===== config.mk =====
export PLATFORM = sky130hd
export DESIGN_NAME = pulse_timecode_decoder
export DESIGN_NICKNAME = d
export VERILOG_FILES = /design/src/rtl/tcd_pkg.sv /design/src/rtl/tcd_ctrl.sv /design/src/rtl/tcd_data.sv /design/src/rtl/pulse_timecode_decoder.sv
export SDC_FILE = /design/constraint.sdc
export NUM_CORES = 1
export LEC_CHECK = 0
export BUFFER_PORTS_ARGS = -buffer_cell sky130_fd_sc_hd__buf_2
export CELL_PAD_IN_SITES_DETAIL_PLACEMENT = 0
export CELL_PAD_IN_SITES_GLOBAL_PLACEMENT = 1
export CORE_UTILIZATION = 43
export CTS_CLUSTER_DIAMETER = 50
export DETAILED_ROUTE_END_ITERATION = 16
export GPL_ROUTABILITY_DRIVEN = 0
export PLACE_DENSITY_LB_ADDON = 0.1
export REMOVE_ABC_BUFFERS = 1
export SKIP_CTS_REPAIR_TIMING = 1
export SLEW_MARGIN = 10
export SYNTH_ARGS = -nofsm -noshare
export SYNTH_HDL_FRONTEND = slang
export SYNTH_SLANG_ARGS = --single-unit
export TNS_END_PERCENT = 10

===== constraint.sdc =====
create_clock -name clk -period 6.02 [get_ports clk]
set_clock_uncertainty 0.1 [all_clocks]
set_input_delay 0.602 -clock clk [delete_from_list [all_inputs] [get_ports clk]]
set_output_delay 0.602 -clock clk [all_outputs]
set_load 0.05 [all_outputs]

===== src/rtl/tcd_pkg.sv =====
package tcd_pkg;

  // Strobes from control to datapath, valid in the cycle an edge is seen.
  typedef struct packed {
    logic storeBit;
    logic bitVal;
    logic marker;
  } tcdStrobe_t;

  // Field layout within a frame: first bit and width.
  localparam int MIN_POS = 21;
  localparam int MIN_LEN = 7;
  localparam int HOUR_POS = 29;
  localparam int HOUR_LEN = 6;
  localparam int DAY_POS = 36;
  localparam int DAY_LEN = 6;
  localparam int WDAY_POS = 42;
  localparam int WDAY_LEN = 3;
  localparam int MON_POS = 45;
  localparam int MON_LEN = 5;
  localparam int YEAR_POS = 50;
  localparam int YEAR_LEN = 8;

endpackage


===== src/rtl/tcd_ctrl.sv =====
module tcd_ctrl #(
  parameter int CNT_W    = 11,
  parameter int ZERO_MIN = 50,
  parameter int ZERO_MAX = 150,
  parameter int ONE_MIN  = 150,
  parameter int ONE_MAX  = 250,
  parameter int MARK_MIN = 1000,
  parameter int MARK_MAX = 2000
) (
  input  logic                clk,
  input  logic                rstN,
  input  logic                tickMs,
  input  logic                rawIn,
  output tcd_pkg::tcdStrobe_t strb
);
  localparam logic [CNT_W-1:0] CNT_MAX = '1;
  localparam logic [CNT_W-1:0] Z_LO = CNT_W'(ZERO_MIN);
  localparam logic [CNT_W-1:0] Z_HI = CNT_W'(ZERO_MAX);
  localparam logic [CNT_W-1:0] O_LO = CNT_W'(ONE_MIN);
  localparam logic [CNT_W-1:0] O_HI = CNT_W'(ONE_MAX);
  localparam logic [CNT_W-1:0] M_LO = CNT_W'(MARK_MIN);
  localparam logic [CNT_W-1:0] M_HI = CNT_W'(MARK_MAX);

  logic [1:0]       syncQ;
  logic             prevQ;
  logic             edgeSeen;
  logic [CNT_W-1:0] intervalCnt;
  logic             isZero, isOne, isMark;

  always_ff @(posedge clk or negedge rstN) begin
    if (!rstN) begin
      syncQ <= '0;
      prevQ <= 1'b0;
    end else begin
      syncQ <= {syncQ[0], rawIn};
      prevQ <= syncQ[1];
    end
  end

  assign edgeSeen = syncQ[1] ^ prevQ;

  always_ff @(posedge clk or negedge rstN) begin
    if (!rstN) begin
      intervalCnt <= '0;
    end else if (edgeSeen) begin
      intervalCnt <= {{(CNT_W-1){1'b0}}, tickMs};
    end else if (tickMs && intervalCnt != CNT_MAX) begin
      intervalCnt <= intervalCnt + 1'b1;
    end
  end

  always_comb begin
    isZero = (intervalCnt > Z_LO) && (intervalCnt < Z_HI);
    isOne  = (intervalCnt > O_LO) && (intervalCnt < O_HI);
    isMark = (intervalCnt > M_LO) && (intervalCnt < M_HI);
    strb.storeBit = edgeSeen && (isZero || isOne);
    strb.bitVal   = isOne;
    strb.marker   = edgeSeen && isMark;
  end

  AST_EDGE_RESTART: assert property (@(posedge clk) disable iff (!rstN)
    edgeSeen |=> intervalCnt <= CNT_W'(1));
  AST_CNT_SATURATE: assert property (@(posedge clk) disable iff (!rstN)
    (intervalCnt == CNT_MAX && !edgeSeen) |=> intervalCnt == CNT_MAX);

endmodule


===== src/rtl/tcd_data.sv =====
module tcd_data #(
  parameter int FRAME_BITS = 59,
  parameter int MS_PER_S   = 1000
) (
  input  logic                clk,
  input  logic                rstN,
  input  logic                tickMs,
  input  tcd_pkg::tcdStrobe_t strb,
  output logic                timeValid,
  output logic [6:0]          minute,
  output logic [5:0]          hour,
  output logic [5:0]          day,
  output logic [2:0]          weekday,
  output logic [4:0]          month,
  output logic [7:0]          year,
  output logic [5:0]          second,
  output logic [9:0]          milli
);
  import tcd_pkg::*;

  localparam int IDX_W = $clog2(FRAME_BITS + 2);
  localparam logic [IDX_W-1:0] IDX_FULL = IDX_W'(FRAME_BITS);
  localparam logic [IDX_W-1:0] IDX_OVER = IDX_W'(FRAME_BITS + 1);
  localparam logic [9:0]       MS_LAST  = 10'(MS_PER_S - 1);

  logic [FRAME_BITS-1:0] frameBits;
  logic [IDX_W-1:0]      bitIdx;
  logic                  loadNow;

  function automatic logic [7:0] bcdField(input logic [FRAME_BITS-1:0] f,
                                          input int startPos, input int len);
    logic [7:0] sum;
    sum = '0;
    for (int i = 0; i < 8; i++) begin
      if (i < len) begin
        if (f[startPos + i]) sum = sum + ((i < 4) ? 8'(1 << i) : 8'(10 << (i - 4)));
      end
    end
    return sum;
  endfunction

  always_ff @(posedge clk or negedge rstN) begin
    if (!rstN) begin
      frameBits <= '0;
      bitIdx    <= '0;
    end else if (strb.marker) begin
      bitIdx <= '0;
    end else if (strb.storeBit && bitIdx != IDX_OVER) begin
      if (bitIdx < IDX_FULL) frameBits[bitIdx] <= strb.bitVal;
      bitIdx <= bitIdx + 1'b1;
    end
  end

  assign loadNow = strb.marker && (bitIdx == IDX_FULL);

  always_ff @(posedge clk or negedge rstN) begin
    if (!rstN) begin
      timeValid <= 1'b0;
      minute <= '0; hour <= '0; day <= '0;
      weekday <= '0; month <= '0; year <= '0;
      second <= '0; milli <= '0;
    end else begin
      timeValid <= loadNow;
      if (strb.marker) begin
        milli  <= '0;
        second <= '0;
        if (loadNow) begin
          minute  <= 7'(bcdField(frameBits, MIN_POS, MIN_LEN));
          hour    <= 6'(bcdField(frameBits, HOUR_POS, HOUR_LEN));
          day     <= 6'(bcdField(frameBits, DAY_POS, DAY_LEN));
          weekday <= 3'(bcdField(frameBits, WDAY_POS, WDAY_LEN));
          month   <= 5'(bcdField(frameBits, MON_POS, MON_LEN));
          year    <= bcdField(frameBits, YEAR_POS, YEAR_LEN);
        end
      end else if (tickMs) begin
        if (milli >= MS_LAST) begin
          milli <= '0;
          if (second >= 6'd59) begin
            second <= '0;
            if (minute >= 7'd59) begin
              minute <= '0;
              if (hour >= 6'd23) begin
                hour <= '0;
                day  <= day + 1'b1;
              end else begin
                hour <= hour + 1'b1;
              end
            end else begin
              minute <= minute + 1'b1;
            end
          end else begin
            second <= second + 1'b1;
          end
        end else begin
          milli <= milli + 1'b1;
        end
      end
    end
  end

  AST_LOAD_ONLY_FULL: assert property (@(posedge clk) disable iff (!rstN)
    timeValid |-> $past(bitIdx) == IDX_FULL);
  AST_VALID_SINGLE: assert property (@(posedge clk) disable iff (!rstN)
    timeValid |=> !timeValid);
  AST_MARK_CLEARS: assert property (@(posedge clk) disable iff (!rstN)
    strb.marker |=> (milli == '0 && second == '0 && bitIdx == '0));
  AST_MS_RANGE: assert property (@(posedge clk) disable iff (!rstN)
    milli <= MS_LAST);
  AST_IDX_HOLD: assert property (@(posedge clk) disable iff (!rstN)
    (bitIdx == IDX_OVER && !strb.marker) |=> bitIdx == IDX_OVER);

endmodule


===== src/rtl/pulse_timecode_decoder.sv =====
module pulse_timecode_decoder #(
  parameter int CNT_W      = 11,
  parameter int ZERO_MIN   = 50,
  parameter int ZERO_MAX   = 150,
  parameter int ONE_MIN    = 150,
  parameter int ONE_MAX    = 250,
  parameter int MARK_MIN   = 1000,
  parameter int MARK_MAX   = 2000,
  parameter int FRAME_BITS = 59,
  parameter int MS_PER_S   = 1000
) (
  input  logic       clk,
  input  logic       rstN,
  input  logic       tickMs,
  input  logic       rawIn,
  output logic       timeValid,
  output logic [6:0] minute,
  output logic [5:0] hour,
  output logic [5:0] day,
  output logic [2:0] weekday,
  output logic [4:0] month,
  output logic [7:0] year,
  output logic [5:0] second,
  output logic [9:0] milli
);
  tcd_pkg::tcdStrobe_t strb;

  tcd_ctrl #(
    .CNT_W(CNT_W), .ZERO_MIN(ZERO_MIN), .ZERO_MAX(ZERO_MAX),
    .ONE_MIN(ONE_MIN), .ONE_MAX(ONE_MAX),
    .MARK_MIN(MARK_MIN), .MARK_MAX(MARK_MAX)
  ) u_ctrl (
    .clk(clk), .rstN(rstN), .tickMs(tickMs), .rawIn(rawIn), .strb(strb)
  );

  tcd_data #(
    .FRAME_BITS(FRAME_BITS), .MS_PER_S(MS_PER_S)
  ) u_data (
    .clk(clk), .rstN(rstN), .tickMs(tickMs), .strb(strb),
    .timeValid(timeValid), .minute(minute), .hour(hour), .day(day),
    .weekday(weekday), .month(month), .year(year),
    .second(second), .milli(milli)
  );

endmodule


; ---- Word level (Yosys, flattened, before mapping)
; Index checks and enable logic that the tools add are counted.
[classes]
addsub = 36
magnitude_cmp = 13
eq_ne = 4
mux = 127
n_bitwise = 2
reduce_logical = 23
[ops]
columns = cell, n
row1 = two-way mux 6 bit, 50
row2 = two-way mux 7 bit, 24
row3 = two-way mux 8 bit, 21
row4 = two-way mux 5 bit, 12
row5 = bitwise mux 59 bit, 1
row6 = two-way mux 10 bit, 3
row7 = "adder 6 x 1 -> 6 bit, second input constant", 4
row8 = "adder 6 x 4 -> 6 bit, second input constant", 4
row9 = "less-than comparator 11 x 8 -> 1 bit, second input constant", 2
row10 = two-way mux 11 bit, 2
row11 = two-way mux 3 bit, 6
row12 = "adder 8 x 4 -> 8 bit, second input constant", 2
row13 = "adder 7 x 4 -> 7 bit, second input constant", 2
row14 = nonzero test 2 bit, 7
row15 = "adder 6 x 2 -> 6 bit, second input constant", 2
row16 = "adder 6 x 3 -> 6 bit, second input constant", 2
row17 = "adder 6 x 5 -> 6 bit, second input constant", 2
row18 = "adder 11 x 1 -> 11 bit, second input constant", 1
row19 = "greater-than comparator 11 x 10 -> 1 bit, second input constant", 1
row20 = "greater-than comparator 11 x 6 -> 1 bit, second input constant", 1
row21 = "greater-than comparator 11 x 8 -> 1 bit, second input constant", 1
row22 = "less-than comparator 11 bit, second input constant", 1
row23 = "!= test 11 bit, second input constant", 1
row24 = "adder 10 x 1 -> 10 bit, second input constant", 1
row25 = 36 further kinds, 52
[totals]
reg_bits = 131
inputBits = 4
out_inout_bits = 52
elab_cells = 219

; ---- Logic depth before layout (Yosys ltp)
; Gate-level depths: netlist of run 1.
[logic_depth]
depth_word = 32
depth_mapped = 14
ltp_nobuf = 14

; ---- Modules after synthesis
; From an unflattened synthesis of run 1, not the netlist that was laid out.
[unflattened]
hier_cells = 653
hier_area_um2 = 6169.7
[modules_own_cells]
columns = mod, instances, cells_each, area_per_inst_um2, seq_area_each_um2
row1 = tcd_data, 1, 554, 5252.5, 2327.2
row2 = tcd_ctrl, 1, 99, 917.1, 350.3

; ---- Worst setup path before layout of run 1
; Ideal clock, no wire load.
[synth_path]
path_type = register to register
start = register u_data.frameBits[51]
end = register u_data.year[6]
setup_ns = 0.123
arrival_time_ns = 2.554
t_required_ns = 5.797
setup_slack_ns = 3.243
path_stages_with_launch = 13
path_buffers = 0
synth_period_minus_slack_ns = 2.777
path_cell_list = dfrtp_1 > ha_1 > mux2_2 > ha_1 > nor2b_1 > xor2_1 > inv_1 > ha_1 > mux2_2 > ha_1 > nor2b_1 > xnor2_1 > o21ai_1
[synth_via]
elab_chain_len = 25
[synth_lines]
columns = item, line
row1 = start: declaration, tcd_data.sv:26  ; logic [FRAME_BITS-1:0] frameBits;
row2 = start signal: indexed assignment, tcd_data.sv:49  ; if (bitIdx < IDX_FULL) frameBits[bitIdx] <= strb.bitVal;
row3 = two-way mux 8 bit *, tcd_data.sv:36  ; if (f[startPos + i]) sum = sum + ((i < 4) ? 8'(1 << i) : 8'(10 << (i - 4)));
row4 = two-way mux 8 bit *, tcd_data.sv:67  ; if (loadNow) begin
row5 = two-way mux 8 bit *, tcd_data.sv:64  ; if (strb.marker) begin
row6 = adder 8 x 3 -> 8 bit, tcd_data.sv:36
row7 = two-way mux 8 bit *, tcd_data.sv:36
row8 = two-way mux 8 bit *, tcd_data.sv:67
row9 = two-way mux 8 bit *, tcd_data.sv:64
row10 = adder 8 x 4 -> 8 bit, tcd_data.sv:36
row11 = (+9 left out), --
row12 = two-way mux 8 bit *, tcd_data.sv:67
row13 = two-way mux 8 bit *, tcd_data.sv:64
row14 = adder 8 x 6 -> 8 bit, tcd_data.sv:36
row15 = two-way mux 8 bit *, tcd_data.sv:36
row16 = two-way mux 8 bit *, tcd_data.sv:67
row17 = two-way mux 8 bit *, tcd_data.sv:64
row18 = adder 8 x 7 -> 8 bit, tcd_data.sv:36
row19 = two-way mux 8 bit *, tcd_data.sv:36
row20 = end signal: assignment, tcd_data.sv:73  ; year <= bcdField(frameBits, YEAR_POS, YEAR_LEN);
row21 = end: declaration, tcd_data.sv:15  ; output logic [7:0] year,
; Mark *: on every way between the ends. The rest lies on a longest branch, timed or not. The select of a mux whose other input is x is not followed.
; A chain may end at the register's enable or synchronous reset.

; ---- Worst setup path after layout of run 1
[layout_path]
start = register u_ctrl.prevQ
end = register u_data.milli[4]
[layout_via]
elab_chain_len = 3
elab_cells_between_ends = 4
classes_between = mux (1) / bitwise (1) / reduce/logical (2)
[layout_lines]
columns = item, line
row1 = start: declaration, tcd_ctrl.sv:25  ; logic prevQ;
row2 = start signal: assignment, tcd_ctrl.sv:36  ; prevQ <= syncQ[1];
row3 = bitwise XOR 1 bit *, tcd_ctrl.sv:40  ; assign edgeSeen = syncQ[1] ^ prevQ;
row4 = logical AND 1 bit *, tcd_ctrl.sv:58  ; strb.marker = edgeSeen && isMark;
row5 = two-way mux 10 bit or nonzero test 2 bit (tied branches), --
row6 = end signal: assignment, tcd_data.sv:95  ; milli <= milli + 1'b1;
row7 = end: declaration, tcd_data.sv:17  ; output logic [9:0] milli
; Mark *: on every way between the ends. The rest lies on a longest branch, timed or not.

==> impl_metrics.yaml, run 1 <==
run_status:
  status: "complete, no violations"
clock_network:
  cts_tree: "built"
  clk_pin_slew_ps: 70
  htreeDepth: 3
  numClockSinks: 107
  cts_made_buffers: 9
  cts_buffer_depth: 2
  root_buffer: "clkbuf_16"
  clk_latency_ps: 350
critical_path:
  crit_required_ps: 6200
  critPathTopFamily: "simple AND/OR/NAND/NOR gates"
  crit_start: "u_ctrl.prevQ"
  crit_buf_inv: 1
  path_cells: "xor2_2 -> o21ai_1 -> nor3_4 -> buf_4 -> nor2_1 -> or3_1 -> a21oi_1"
  critPathKind: "reg -> reg"
  end_kind: "flip-flop"
  rr_endpoint: "u_data.milli[4]"
  reg2reg_depth: 7
  cpPeakStageDelay_ps: 850
  r2r_setup_slack_ps: 2730
  cp_max_fo: 20
  cp.arrival_ps: 3460
  reg2reg_from: "u_ctrl.prevQ"
  crit_slowest_cell: "nor3_4"
  cp-start-kind: "flip-flop"
placement:
  pre_cts_slack_ps: 2730
  detailed_place_hpwl_um: 9610
  port_buffers: 55
yosys:
  synth_warnings: 0
  yosysMostFrequentCell: "dfrtp_1"
  synth_top_cells_by_area: "dfrtp_1, mux2_2, ha_1"
  synth_area_sq_um: 6120
  synth-xor-area-share_pct: 5.42
  synth-seq-cells: 107
  ys_types: 67
  synth_area_leader_cell: "dfrtp_1"
  synth_adder_area_share_pct: 4.30
  synth_seq_area_share_pct: 43.8
  synth-edff-count: 0
  avgSynthCellArea_sq_um: 9.74
  synth-simple-area-share_pct: 18.7
  ys.flop_type: "dfrtp_1"
  synth.top_cell.area_share_pct: 43.8
  synthTopCellsByCount: "dfrtp_1, nor2_1, nand2_1"
  async_flop_share_pct: 100
  synthCells: 628
  synth_top_family_by_area: "simple AND/OR/NAND/NOR gates"
  synth_mux_area_share_pct: 8.69
  synth_compound_area_share_pct: 15.4
global_route:
  grt_pass1_wl_um: 23600
  antenna_found_initial: 0
  grt_pass1_vias: 4647
  grt_max_degree: 61
  grt_overflow_total: 0
  grt_usage_pct: 20.4
timing:
  slew_violations: 0
  relSlewSlack_pct: 28.9
  hold_viol_final: 0
  period_minus_slack_ps: 3290
  grt_setup_unrepaired: "no"
  fin_crit_sh_pct: 54.6
  worstMarginPinSlew_ps: 1070
  setup_viol: 0
  fmax_mhz: 304
  tns_ps: 0
  layout_setup_ws_ps: 2730
power:
  p_leak_nw: 3.11
  intPower_mw: 1.15
  pwr-share-clk_pct: 41.3
  switching_share_pct: 26.9
  power.density_nw_per_um2: 229
  p_comb_share_pct: 9.6
  vdd_drop_max_mv: 0.115
  switchingPower_mw: 0.422
  pwr-share-seq_pct: 49.1
floorplanning:
  initial_core_util_pct: 44.1
  row_count: 43
  die_x_um: 121
  die_area_sq_um: 14700
  coreArea_sq_um: 13900
  die_h_um: 121
  ios: 56
layout:
  drive_gt1_share_pct: 20.0
  final-seq-area_sq_um: 2680
  fillers: 1324
  nNetsFinal: 695
  antenna_cells: 0
  areaGrowthSynthToFinish_pct: 11.9
  multi_input_area_sq_um: 3220
drt:
  drc: 0
  routed_wl_um: 13900
  detail_route.wl_per_cell_um: 16.3
  drt_iter0_drc: 167
  ant_nets: 0
  vias: 4748
  routed_via_density: 5.55
  drt-pass1-iter-count: 4
min_path:
  hold_class: "in -> async"
job:
  cap_violations: 0
## cell usage in the layout (no fill, tap or decap), types with 3 or more instances in the layout
cell type	Yosys	routed
nor3_1	14	14
or4_1	3	3
o2111ai_1	3	3
o21ai_0	30	30
nand2b_1	9	9
and3_1	10	10
nand2_1	53	53
buf_2	12	54
a211oi_1	3	3
ha_1	21	21
mux2_2	40	40
a21o_1	5	5
o31ai_1	5	5
nor4_1	9	9
nand4b_1	4	4
dfrtp_1	107	107
a22o_1	5	5
xnor2_1	28	28
o21a_1	3	3
mux2i_1	7	7
o211ai_1	5	5
inv_1	19	19
o22ai_1	3	3
clkbuf_16	0	9
a21oi_1	28	28
nor2b_1	11	11
nand3_1	22	22
a31oi_1	4	4
and2_1	6	6
nor2_1	54	53
o21ai_1	16	16
o32ai_1	6	5
nand4_1	10	10
o41ai_1	3	3
xor2_1	8	8
buf_4	4	6
or3_1	9	9
## sequential cells by signal, indices dropped and copies added, names as in the netlist
name                flops
u_data.bitIdx           6
u_data.day              6
u_data.frameBits       35
u_ctrl.syncQ            2
u_data.weekday          3
u_data.timeValid        1
u_ctrl.intervalCnt     11
u_data.year             8
u_data.hour             6
u_data.month            5
u_data.minute           7
u_data.second           6
u_ctrl.prevQ            1
u_data.milli           10
## worst max-delay path by stage
stage | end | slack (ps) | cells after the start
after global placement | u_data.milli[4] | 2830 | 7
final | u_data.milli[4] | 2730 | 7
after floorplan | u_data.milli[4] | 3010 | 6
after global routing | u_data.milli[4] | 2470 | 7
after CTS | u_data.milli[4] | 2710 | 7
after detailed placement | u_data.milli[4] | 2730 | 7
## cell families after synthesis
group,after synthesis
flops,107
buf+inv,49
fa+ha+maj,21
mux,48
simple gates,226
xor+xnor,37
compound gates,140
## stage by stage
| step | hold WS, ps | instance area [sq um] | util (%) | std cells | power (mW) |
|---|---|---|---|---|---|
| after floorplan | 206 | 5960 | - | 599 | 0.882 |
| after global placement | 237 | 6520 | 47.0 | 839 | 0.935 |
| after detailed placement | 238 | 6520 | 47.0 | 839 | 0.935 |
| after CTS | 185 | 6840 | 49.3 | 855 | 1.58 |
| after global routing | 206 | 6840 | 49.3 | 855 | 1.63 |
| final | 165 | 6840 | 49.3 | 855 | 1.57 |
## metal layers
metal	up-vias	GRT usage, %	share of wire (%)
met4	0	6.40	1.1
met3	11	2.68	2.4
met1	2325	28.9	50
met2	59	32.4	46
li1	2353	-	-
met5	-	0	0
## power by group through the flow
stage / clock network [mW] / registers, mW / logic (mW)
global placement: 0 / 0.785 / 0.150
CTS: 0.663 / 0.770 / 0.152
floorplan: 0 / 0.838 / 0.0438
finish: 0.648 / 0.770 / 0.150
global route: 0.695 / 0.773 / 0.164
detailed placement: 0 / 0.784 / 0.151
## final cells by class
class	instances	area share (%)
clock buffer	9	3.29
clock inverter	7	1.48
inverter	20	1.10
multi-input combinational	472	47.1
sequential	107	39.1
tap	180	3.29
timing repair buffer	60	4.61
## worst register-to-register path: cells and delay by family (launching register included)
family,cells,cell delay (ps)
buffers and inverters,1,330
AOI/OAI and AO/OA,2,470
DFF,1,400
and+or+nand+nor,3,1360
xor gates and xnor gates,1,550
(Power assumes the default switching activity.)
==> inputs of run 2 (changes only) <==
--- a/config.mk
+++ b/config.mk
@@ -5,6 +5,7 @@
 export SDC_FILE = /design/constraint.sdc
 export NUM_CORES = 1
 export LEC_CHECK = 0
+export ABC_AREA = 1
 export BUFFER_PORTS_ARGS = -buffer_cell sky130_fd_sc_hd__buf_2
 export CELL_PAD_IN_SITES_DETAIL_PLACEMENT = 0
 export CELL_PAD_IN_SITES_GLOBAL_PLACEMENT = 1
==> constraint.sdc (replaced) <==
create_clock -name clk -period 3.2 [get_ports clk]
set_clock_uncertainty 0.1 [all_clocks]
set_input_delay 0.32 -clock clk [delete_from_list [all_inputs] [get_ports clk]]
set_output_delay 0.32 -clock clk [all_outputs]
set_load 0.05 [all_outputs]
==> run 2 against run 1 <==
Effect of this change:
- worst setup slack got worse by 2300 ps
- area after synthesis increased by 9.6%
- critical path type unchanged
- worst hold slack improved by 3.5 ps
- synthesized cell count increased by 48%
- register-to-register slack got worse by 2300 ps
- first-iteration DRC count increased to 2.9 times the previous value
- critical path depth increased by 7
- combinational power increased to 2.9 times the previous value
- core utilization decreased by 0.60 points
==> impl_metrics.yaml, run 2 <==
run_status:
  status: "complete, no violations"
drt:
  routed_via_density: 5.26
  detail_route.wl_per_cell_um: 13.7
  vias: 6127
  routed_wl_um: 15900
  ant_nets: 0
  drc: 0
  drt_iter0_drc: 479
  drt-pass1-iter-count: 5
layout:
  top_register: "u_data.frameBits"
  utilization_pct: 48.7
  reg_top3: "u_data.frameBits x35, u_ctrl.intervalCnt x11, u_data.milli x10"
  mostFrequentLayoutCell: "nand2_1"
  areaGrowthSynthToFinish_pct: 10.5
  drive_gt1_share_pct: 10.3
  final_cell_mix: "nand2_1, dfrtp_1, nor2_1, inv_1, nand3_1"
  antenna_cells: 0
  largest_register_ffs: 35
  nNetsFinal: 996
clock_network:
  htreeDepth: 3
  root_buffer: "clkbuf_16"
  cts_buffer_depth: 2
  cts_tree: "built"
  numClockSinks: 107
  clk_pin_slew_ps: 70
  clk_latency_ps: 350
  cts_made_buffers: 9
yosys:
  ys.flop_type: "dfrtp_1"
  yosysMostFrequentCell: "nand2_1"
  synthCells: 927
  synth_top_cells_by_area: "dfrtp_1, nand2_1, nand4_1"
  synth-edff-count: 0
  synth_warnings: 0
  synth-seq-cells: 107
  synth.top_cell.area_share_pct: 39.9
  ys_types: 38
  async_flop_share_pct: 100
  synth_area_leader_cell: "dfrtp_1"
  synth_area_sq_um: 6700
  synthTopCellsByCount: "nand2_1, dfrtp_1, nor2_1"
  avgSynthCellArea_sq_um: 7.23
  synth_seq_area_share_pct: 39.9
floorplanning:
  die_area_sq_um: 16100
  initial_core_util_pct: 44.1
  die_x_um: 127
  row_count: 45
  ios: 56
  die_h_um: 127
  coreArea_sq_um: 15200
placement:
  pre_cts_slack_ps: 447
  detailed_place_hpwl_um: 11200
  port_buffers: 55
global_route:
  grt_pass1_wl_um: 27800
  grt_pass1_vias: 5901
  grt_overflow_total: 0
  antenna_found_initial: 0
  grt_max_degree: 60
  grt_usage_pct: 21.2
critical_path:
  cp-start-kind: "flip-flop"
  critPathKind: "reg -> reg"
  end_kind: "flip-flop"
  cp_max_fo: 21
  crit_required_ps: 3340
  cp.arrival_ps: 2890
timing:
  layout_setup_ws_ps: 444
  grt_setup_unrepaired: "no"
  setup_viol: 0
  fmax_mhz: 363
  period_minus_slack_ps: 2760
  hold_viol_final: 0
  worstMarginPinSlew_ps: 673
  tns_ps: 0
  fin_crit_sh_pct: 86.1
  slew_violations: 0
  relSlewSlack_pct: 55.1
power:
  p_leak_nw: 3.75
  power.density_nw_per_um2: 401
  vdd_drop_max_mv: 0.222
min_path:
  hold_class: "in -> reg"
job:
  cap_violations: 0
run 2: cell type report:
cell class | count | area, sq um
inverters | 82 | 308
multi-input cells | 705 | 3520
fillers | 1521 | 7800
flip-flops and latches | 107 | 2680
repair buffers | 66 | 378
well taps | 188 | 235
clock inverters | 4 | 25.0
clock buffers | 12 | 256
run 2: kinds of logic after synthesis:
kind of cell / synth area share, %
fa+ha+maj: 3.92
xor+xnor: 4.68
compound gates: 7.09
buf+inv: 7.65
flops: 39.9
simple gates: 36.7
run 2: final timing paths:
kind | start | end | slack [ps] | depth (start not counted)
worst max-delay path | u_ctrl.intervalCnt[1] | u_data.hour[3] | 440 | 14
worst min-delay path | tickMs | u_ctrl.intervalCnt[10] | 170 | 3
worst max register to register | u_ctrl.intervalCnt[1] | u_data.hour[3] | 440 | 14
worst min register to register | u_ctrl.syncQ[0] | u_ctrl.syncQ[1] | 250 | 0
max in group asynchronous | rstN | u_data.frameBits[27] | 1800 | 3
min in group asynchronous | rstN | u_data.milli[8] | 450 | 2
run 2: metrics by stage:
step           instances  instance area, sq um  power [mW]  hold WS, ps
6_report            1164                  7400        2.97          169
5_1_grt             1164                  7400        3.11          177
4_1_cts             1162                  7380        3.01        -73.1
3_5_place_dp        1146                  7100        1.94          240
3_3_place_gp        1146                  7100        1.93          233
2_1_floorplan        894                  6500        1.80        -75.6
run 2: where the power goes:
part | switching [mW] | internal (mW)
Sequential | 0.0688 | 1.41
Clock | 0.489 | 0.568
Combinational | 0.328 | 0.108
run 2: worst max-delay path, stage by stage (launching register included):
cell and delay [ps]:
dfrtp_1 430, inv_1 100, ha_1 190, inv_1 50, nand2_1 40, nand3_1 70, nand2_1 50, nand2_1 150
nand2_2 300, o21ai_2 320, inv_2 140, nor2_4 390, nand2_2 160, nand2_1 90, nand2_1 50
run 2: layer usage:
metal	up-vias	GRT usage (%)	wire, um
li1	3118	-	-
met1	2869	29.1	7880
met2	123	35.1	7200
met3	17	2.36	568
met4	0	6.86	244
met5	-	0	0
